## config.mk

```make
export PLATFORM = sky130hd
export DESIGN_NAME = sync_tx_filler
export DESIGN_NICKNAME = d
export VERILOG_FILES = /design/src/rtl/sync_tx_pkg.sv /design/src/rtl/stx_rst_sync.sv /design/src/rtl/stx_hold_buf.sv /design/src/rtl/stx_sequencer.sv /design/src/rtl/stx_shifter.sv /design/src/rtl/sync_tx_filler.sv
export SDC_FILE = /design/constraint.sdc
export NUM_CORES = 1
export LEC_CHECK = 0
export BUFFER_PORTS_ARGS = -buffer_cell sky130_fd_sc_hd__buf_2
export CORE_ASPECT_RATIO = 0.6
export CORE_MARGIN = 4
export CORE_UTILIZATION = 40
export CTS_BUF_LIST = sky130_fd_sc_hd__clkbuf_4
export CTS_CLUSTER_DIAMETER = 40
export CTS_CLUSTER_SIZE = 8
export DETAILED_ROUTE_END_ITERATION = 6
export GPL_ROUTABILITY_DRIVEN = 0
export PLACE_DENSITY = 0.72
export SYNTH_ARGS = -nofsm -noshare
export SYNTH_HDL_FRONTEND = slang
export SYNTH_HIERARCHICAL = 1
export SYNTH_SLANG_ARGS = --single-unit
```

## constraint.sdc

```tcl
create_clock -name clk -period 2.1 [get_ports clk]
set_input_delay 0.105 -clock clk [delete_from_list [all_inputs] [get_ports clk]]
set_output_delay 0.105 -clock clk [all_outputs]
set_load 0.01 [all_outputs]
```

## src/rtl/sync_tx_pkg.sv

```systemverilog
package sync_tx_pkg;

  // Kind of character presented to the shift register at a boundary.
  typedef enum logic [1:0] {
    KIND_SYNC1 = 2'd0,
    KIND_SYNC2 = 2'd1,
    KIND_DATA  = 2'd2
  } char_kind_e;

endpackage

```

## src/rtl/stx_rst_sync.sv

```systemverilog
module stx_rst_sync (
  input  logic clk,
  input  logic rst_n,
  output logic rst_sync_n
);

  logic [1:0] stage_q;

  // Assert at once, release after two rising edges.
  always_ff @(posedge clk or negedge rst_n) begin
    if (!rst_n) begin
      stage_q <= 2'b00;
    end else begin
      stage_q <= {stage_q[0], 1'b1};
    end
  end

  assign rst_sync_n = stage_q[1];

endmodule

```

## src/rtl/stx_hold_buf.sv

```systemverilog
module stx_hold_buf #(
  parameter int CHAR_W = 8
) (
  input  logic              clk,
  input  logic              rst_n,
  input  logic              wr_stb,
  input  logic [CHAR_W-1:0] wr_data,
  input  logic              take_tog,   // toggled by the line side on each data load
  output logic              full,
  output logic [CHAR_W-1:0] hold_data
);

  logic              put_tog_q, put_tog_d;
  logic [CHAR_W-1:0] data_q, data_d;
  logic              accept;

  // Occupied while the two toggles disagree.
  assign full   = put_tog_q ^ take_tog;
  assign accept = wr_stb & ~full;

  always_comb begin
    put_tog_d = put_tog_q;
    data_d    = data_q;
    if (accept) begin
      put_tog_d = ~put_tog_q;
      data_d    = wr_data;
    end
  end

  always_ff @(posedge clk or negedge rst_n) begin
    if (!rst_n) begin
      put_tog_q <= 1'b0;
      data_q    <= '0;
    end else begin
      put_tog_q <= put_tog_d;
      data_q    <= data_d;
    end
  end

  assign hold_data = data_q;

  // a write that meets a full register leaves the held byte alone.
  a_r11_full_write_dropped : assert property (
    @(posedge clk) disable iff (!rst_n)
    (wr_stb && full) |=> $stable(data_q)
  );

  // occupancy only ever begins through a host write.
  a_r10_fill_from_write : assert property (
    @(posedge clk) disable iff (!rst_n)
    $rose(full) |-> $past(wr_stb)
  );

endmodule

```

## src/rtl/stx_sequencer.sv

```systemverilog
module stx_sequencer
  import sync_tx_pkg::*;
#(
  parameter int CHAR_W = 8
) (
  input  logic              clk,
  input  logic              rst_n,
  input  logic              tx_en,
  input  logic              two_sync,
  input  logic [CHAR_W-1:0] sync1,
  input  logic [CHAR_W-1:0] sync2,
  input  logic              full,
  input  logic [CHAR_W-1:0] hold_data,
  input  logic              char_last,
  output logic              load,
  output logic [CHAR_W-1:0] load_word,
  output logic              run_next,
  output logic              take_tog,
  output logic              tx_empty
);

  logic       active_q, active_d;
  logic       pair_q, pair_d;
  logic       take_q, take_d;
  char_kind_e kind_q, kind_d;
  char_kind_e kind_ld;
  logic       boundary;

  assign boundary = ~active_q | char_last;

  // Boundary arbiter: lead-in, then pair completion, then data, else fill.
  always_comb begin
    load     = 1'b0;
    kind_ld  = KIND_SYNC1;
    active_d = active_q;
    pair_d   = pair_q;
    take_d   = take_q;
    kind_d   = kind_q;
    if (boundary) begin
      if (!tx_en) begin
        active_d = 1'b0;
        pair_d   = 1'b0;
        kind_d   = KIND_SYNC1;
      end else begin
        load     = 1'b1;
        active_d = 1'b1;
        if (active_q && pair_q) begin
          kind_ld = KIND_SYNC2;
          pair_d  = 1'b0;
        end else if (active_q && full) begin
          kind_ld = KIND_DATA;
          take_d  = ~take_q;
        end else begin
          kind_ld = KIND_SYNC1;
          pair_d  = two_sync;
        end
        kind_d = kind_ld;
      end
    end
  end

  always_comb begin
    unique case (kind_ld)
      KIND_SYNC2: load_word = sync2;
      KIND_DATA:  load_word = hold_data;
      default:    load_word = sync1;
    endcase
  end

  always_ff @(negedge clk or negedge rst_n) begin
    if (!rst_n) begin
      active_q <= 1'b0;
      pair_q   <= 1'b0;
      take_q   <= 1'b0;
      kind_q   <= KIND_SYNC1;
    end else begin
      active_q <= active_d;
      pair_q   <= pair_d;
      take_q   <= take_d;
      kind_q   <= kind_d;
    end
  end

  assign run_next = active_d;
  assign take_tog = take_q;
  assign tx_empty = ~full & (kind_q != KIND_DATA);

endmodule

```

## src/rtl/stx_shifter.sv

```systemverilog
module stx_shifter #(
  parameter int CHAR_W = 8
) (
  input  logic              clk,
  input  logic              rst_n,
  input  logic              load,
  input  logic [CHAR_W-1:0] load_word,
  input  logic              run_next,
  output logic              txd,
  output logic              char_last
);

  localparam int CNT_W = (CHAR_W > 1) ? $clog2(CHAR_W) : 1;
  localparam logic [CNT_W-1:0] CNT_TOP = CNT_W'(CHAR_W - 1);

  logic [CHAR_W-1:0] sh_q, sh_d;
  logic [CNT_W-1:0]  cnt_q, cnt_d;
  logic              txd_q, txd_d;

  assign char_last = (cnt_q == '0);

  always_comb begin
    sh_d  = sh_q;
    cnt_d = cnt_q;
    txd_d = txd_q;
    if (load) begin
      txd_d = load_word[0];
      sh_d  = load_word >> 1;
      cnt_d = CNT_TOP;
    end else if (!run_next) begin
      txd_d = 1'b1;
      sh_d  = '0;
      cnt_d = '0;
    end else begin
      txd_d = sh_q[0];
      sh_d  = sh_q >> 1;
      cnt_d = cnt_q - CNT_W'(1);
    end
  end

  always_ff @(negedge clk or negedge rst_n) begin
    if (!rst_n) begin
      sh_q  <= '0;
      cnt_q <= '0;
      txd_q <= 1'b1;
    end else begin
      sh_q  <= sh_d;
      cnt_q <= cnt_d;
      txd_q <= txd_d;
    end
  end

  assign txd = txd_q;

  // a new character is only accepted once the previous one is spent.
  a_r5_load_on_boundary : assert property (
    @(negedge clk) disable iff (!rst_n)
    load |-> (cnt_q == '0)
  );

  // stopping the stream leaves the line at mark.
  a_r12_idle_mark : assert property (
    @(negedge clk) disable iff (!rst_n)
    !run_next |=> txd_q
  );

endmodule

```

## src/rtl/sync_tx_filler.sv

```systemverilog
module sync_tx_filler #(
  parameter int CHAR_W = 8
) (
  input  logic              clk,
  input  logic              rst_n,
  input  logic              tx_en,
  input  logic              two_sync,
  input  logic [CHAR_W-1:0] sync1,
  input  logic [CHAR_W-1:0] sync2,
  input  logic              wr_stb,
  input  logic [CHAR_W-1:0] wr_data,
  output logic              txd,
  output logic              buf_ready,
  output logic              tx_empty
);

  logic              rst_sync_n;
  logic              full;
  logic [CHAR_W-1:0] hold_data;
  logic              take_tog;
  logic              load;
  logic [CHAR_W-1:0] load_word;
  logic              run_next;
  logic              char_last;

  stx_rst_sync u_rst (
    .clk        (clk),
    .rst_n      (rst_n),
    .rst_sync_n (rst_sync_n)
  );

  stx_hold_buf #(.CHAR_W(CHAR_W)) u_buf (
    .clk       (clk),
    .rst_n     (rst_sync_n),
    .wr_stb    (wr_stb),
    .wr_data   (wr_data),
    .take_tog  (take_tog),
    .full      (full),
    .hold_data (hold_data)
  );

  stx_sequencer #(.CHAR_W(CHAR_W)) u_seq (
    .clk       (clk),
    .rst_n     (rst_sync_n),
    .tx_en     (tx_en),
    .two_sync  (two_sync),
    .sync1     (sync1),
    .sync2     (sync2),
    .full      (full),
    .hold_data (hold_data),
    .char_last (char_last),
    .load      (load),
    .load_word (load_word),
    .run_next  (run_next),
    .take_tog  (take_tog),
    .tx_empty  (tx_empty)
  );

  stx_shifter #(.CHAR_W(CHAR_W)) u_shift (
    .clk       (clk),
    .rst_n     (rst_sync_n),
    .load      (load),
    .load_word (load_word),
    .run_next  (run_next),
    .txd       (txd),
    .char_last (char_last)
  );

  assign buf_ready = ~full;

  // an empty transmitter always has room for the next byte.
  a_r9_empty_implies_ready : assert property (
    @(posedge clk) disable iff (!rst_sync_n)
    tx_empty |-> buf_ready
  );

endmodule

```

Word level (Yosys, flattened, before mapping)
Cells that the tools add are included.

Flip-flop bits (word level): 28.

Add/sub/neg operators: 1. Equality and inequality tests: 4. Muxes and demuxes: 17. Bitwise gates (word level): 9. Reductions and logical operators: 5.

Operators with widths (number): $pmux 8 s2 (1); $mux 7 (2); $mux 1 (8); $mux 2 (4); $mux 3 (2); $not 1->1 (5); $reduce_and 4->1 (1); $logic_not 3->1 (1); $ne 3x2->1 const B (1); $sub 3x1->3 const B (1); $and 1x1->1 (2); $eq 2x1->1 const B (1); $eq 2x2->1 const B (1); $logic_and 1x1->1 (2); $ne 2x2->1 const B (1); $reduce_and 2->1 (1); $or 1x1->1 (1); $xor 1x1->1 (1).

Logic depth before layout (Yosys ltp)
Depth after elaboration: 9. Gate-level depth with buffers: 13. Depth with buffers taken out: 11.

Modules after synthesis
Netlist, hierarchy kept.

Modules (own cells, without submodules): stx_shifter (instances 1, cells an instance 35, area each 464.2 sq um); stx_sequencer (instances 1, cells an instance 58, area each 460.4 sq um); stx_hold_buf (instances 1, cells an instance 23, area each 384.1 sq um); stx_rst_sync (instances 1, cells an instance 3, area each 53.8 sq um); sync_tx_filler (instances 1, cells an instance 1, area each 3.8 sq um).

==> qor.yml <==
dpl-instance-area_mm2: 0.00173
status: "finished, violations left"
start_util: 0.419
ys_seq_area_frac: 0.495
peakVddDrop_uv: 700
final-seq-area_um2: 677
drtPass1Iterations: 4
p_per_area_mw_per_mm2: 1180
rows: 16
yosysTopAreaCell: "dfrtn_1"
crit_start: "u_buf/put_tog_q"
track_usage: 0.138
via_per_inst: 4.83
io_buffers: 31
ys_seq_elements: 27
syn-num-nets: 153
synth_most_common_cell: "dfrtn_1"
synthCells: 120
leakage_nw: 0.913
synth-main-ff-cell: "dfrtn_1"
ios: 32
design.core.area_mm2: 0.00326
cp.required_ns: 1.23
final-setup-viol-count: 21
avgSynthCellArea_um2: 11.4
rsz0062_at_grt: "true"
ctsLongestPathBuffers: 2
failed_checks: "setup timing"
hold_class: "in -> reg"
first_global_vias: 1031
cts.htree.levels: 1
synthTopCellsByArea: "dfrtn_1 (27%), dfrtp_1 (20%), mux2_4 (8.8%)"
grt_max_degree: 26
totalWireLength_mm: 2.90
die_h_um: 53.3
clock_skew_ns: 0.0730
syn2layout_area_growth_pct: 35.6
max-cap-violations: 0
hold_slack_ns: 0.0116
drtIter0Drc: 31
crit_type: "reg -> reg"
crit_fanout: 8
dpl.hpwl_mm: 2.13
overflow: 0
layout-drive-gt1-share: 0.459
fin_tns_setup_ns: -9.93
drc: 0
multi_input_area_um2: 659
synth_warnings: 6
grt_antenna_before_repair: 0
postRouteAntennaNets: 0
syn_area_mm2: 0.00137
synthTopCellsByCount: "dfrtn_1 (15), nand2_1 (12), dfrtp_1 (11)"
wl_per_cell_um: 13.5
cts_inserted_buffers: 3
finalWorstSetupSlack_ns: -0.763
r2r_setup_slack_ns: -0.76
finish.instance_area_mm2: 0.00185
place_ws_ns: -0.752
reg2reg_depth: 9
synth_top_area_share: 0.275
critPathLaunchType: "flop"
arrival_ns: 1.99
worstReg2RegEnd: "u_shift/sh_q[1]"
reg2reg_from: "u_buf/put_tog_q"
ys_types: 30
finalPower_mw: 2.19
clk_latency_ns: 0.39
dieArea_mm2: 0.00445
hold_viol_final: 0
async_reset_ff_frac: 1.00
layout.nets: 204
vias: 1038
slew_viol_final: 0
setup.worst_path.end: "u_shift/sh_q[1]"
synth_edf_count: 0
die_x_um: 83.5
critPathCaptureType: "flop"
grt_pass1_wl_mm: 4.80
cts_tree: "yes"
cts.clk_slew.worst_paths_ns: 0.14
n_antenna_cell: 0
root_buffer: "clkbuf_4"
fillerInstances: 280
clock_sinks: 27
==> per-stage QoR <==
step	std cells	util
floorplan	120	-
global placement	203	0.529
detailed placement	203	0.529
CTS	214	0.566
global route	215	0.568
finish	215	0.568
==> how the worst min path moves through the flow <==
stage / startpoint / endpoint / slack, ns / cells after the start
final: wr_data[7] / u_buf/hold_data[7] / 0.01 / 2
after global routing: wr_data[7] / u_buf/hold_data[7] / 0.001 / 2
after CTS: wr_data[7] / u_buf/hold_data[7] / 0.003 / 2
after detailed placement: rst_n / u_rst/stage_q[1] / -0.10 / 1
after global placement: rst_n / u_rst/stage_q[0] / -0.11 / 1
after floorplan: rst_n / u_rst/stage_q[0] / -0.19 / 0
==> cell families after synthesis <==
group,after synthesis,share of synthesized area
multiplexers,8,0.0879
AND/OR/NAND/NOR,28,0.123
adder cells (fa/ha/maj),4,0.0366
AO/OA/AOI/OAI,32,0.161
flip-flops,27,0.495
XOR/XNOR,3,0.0247
other,1,0.00274
buffers and inverters,17,0.0687
==> flip-flops by register name (all words and copies together), names as in the netlist <==
signal and count:
u_buf/put_tog_q 1, u_rst/stage_q 2, u_seq/kind_q 2, u_seq/pair_q 1, u_shift/cnt_q 3, u_shift/txd 1, u_seq/active_q 1, u_buf/hold_data 8
u_seq/take_tog 1, u_shift/sh_q 7
==> report_power, final <==
group | leakage (nW) | switching, mW | total (mW) | internal, mW
Clock | 0.0236 | 0.163 | 0.240 | 0.0768
Sequential | 0.330 | 0.136 | 0.886 | 0.750
Combinational | 0.559 | 0.440 | 1.06 | 0.619
Total | 0.913 | 0.739 | 2.19 | 1.45
==> layout make-up <==
cell class	count	share of cell area
clock buffers	3	0.0122
well taps	45	0.0304
inverters	9	0.0182
clock inverters	2	0.00540
flip-flops and latches	27	0.365
multi-input cells	76	0.356
repair buffers	53	0.213
==> critical path: stages (launching register included) <==
cell	delay, ns
dfrtp_1	0.43
xor2_2	0.15
nor2b_4	0.14
nand4_4	0.08
inv_1	0.06
ha_2	0.18
buf_12	0.14
a22oi_2	0.16
o21ai_1	0.10
a22o_1	0.22
==> cells in the final DEF, fill, tap and decap left out, types with 7 or more instances in the layout <==
| cell type | Yosys | routed |
|---|---|---|
| buf_2 | 2 | 29 |
| dfrtn_1 | 15 | 15 |
| nand2_1 | 12 | 12 |
| dfrtp_1 | 11 | 11 |
| buf_4 | 1 | 10 |
| inv_1 | 10 | 9 |
| dlygate4sd3_1 | 0 | 8 |
| mux2_4 | 8 | 8 |
| a22oi_2 | 0 | 7 |
| o21ai_1 | 1 | 7 |
==> what timing repair did <==
| item | in CTS | in global routing |
|---|---|---|
| endpoints found under the hold margin | 9 | 0 |
| buffers inserted | 0 | 1 |
| hold buffers | 8 | 0 |
| endpoints found under the setup margin | 21 | 22 |
| pin swaps | 1 | 0 |
| resized for setup | 8 | 0 |
==> metal layers <==
layer / wire (µm) / global-route usage / up-vias
met1: 1330 / 0.180 / 502
met4: 18 / 0.0294 / 0
met5: 0 / 0 / -
li1: - / - / 507
met3: 154 / 0.0451 / 2
met2: 1400 / 0.229 / 27
Power figures use the tool's default switching activity.
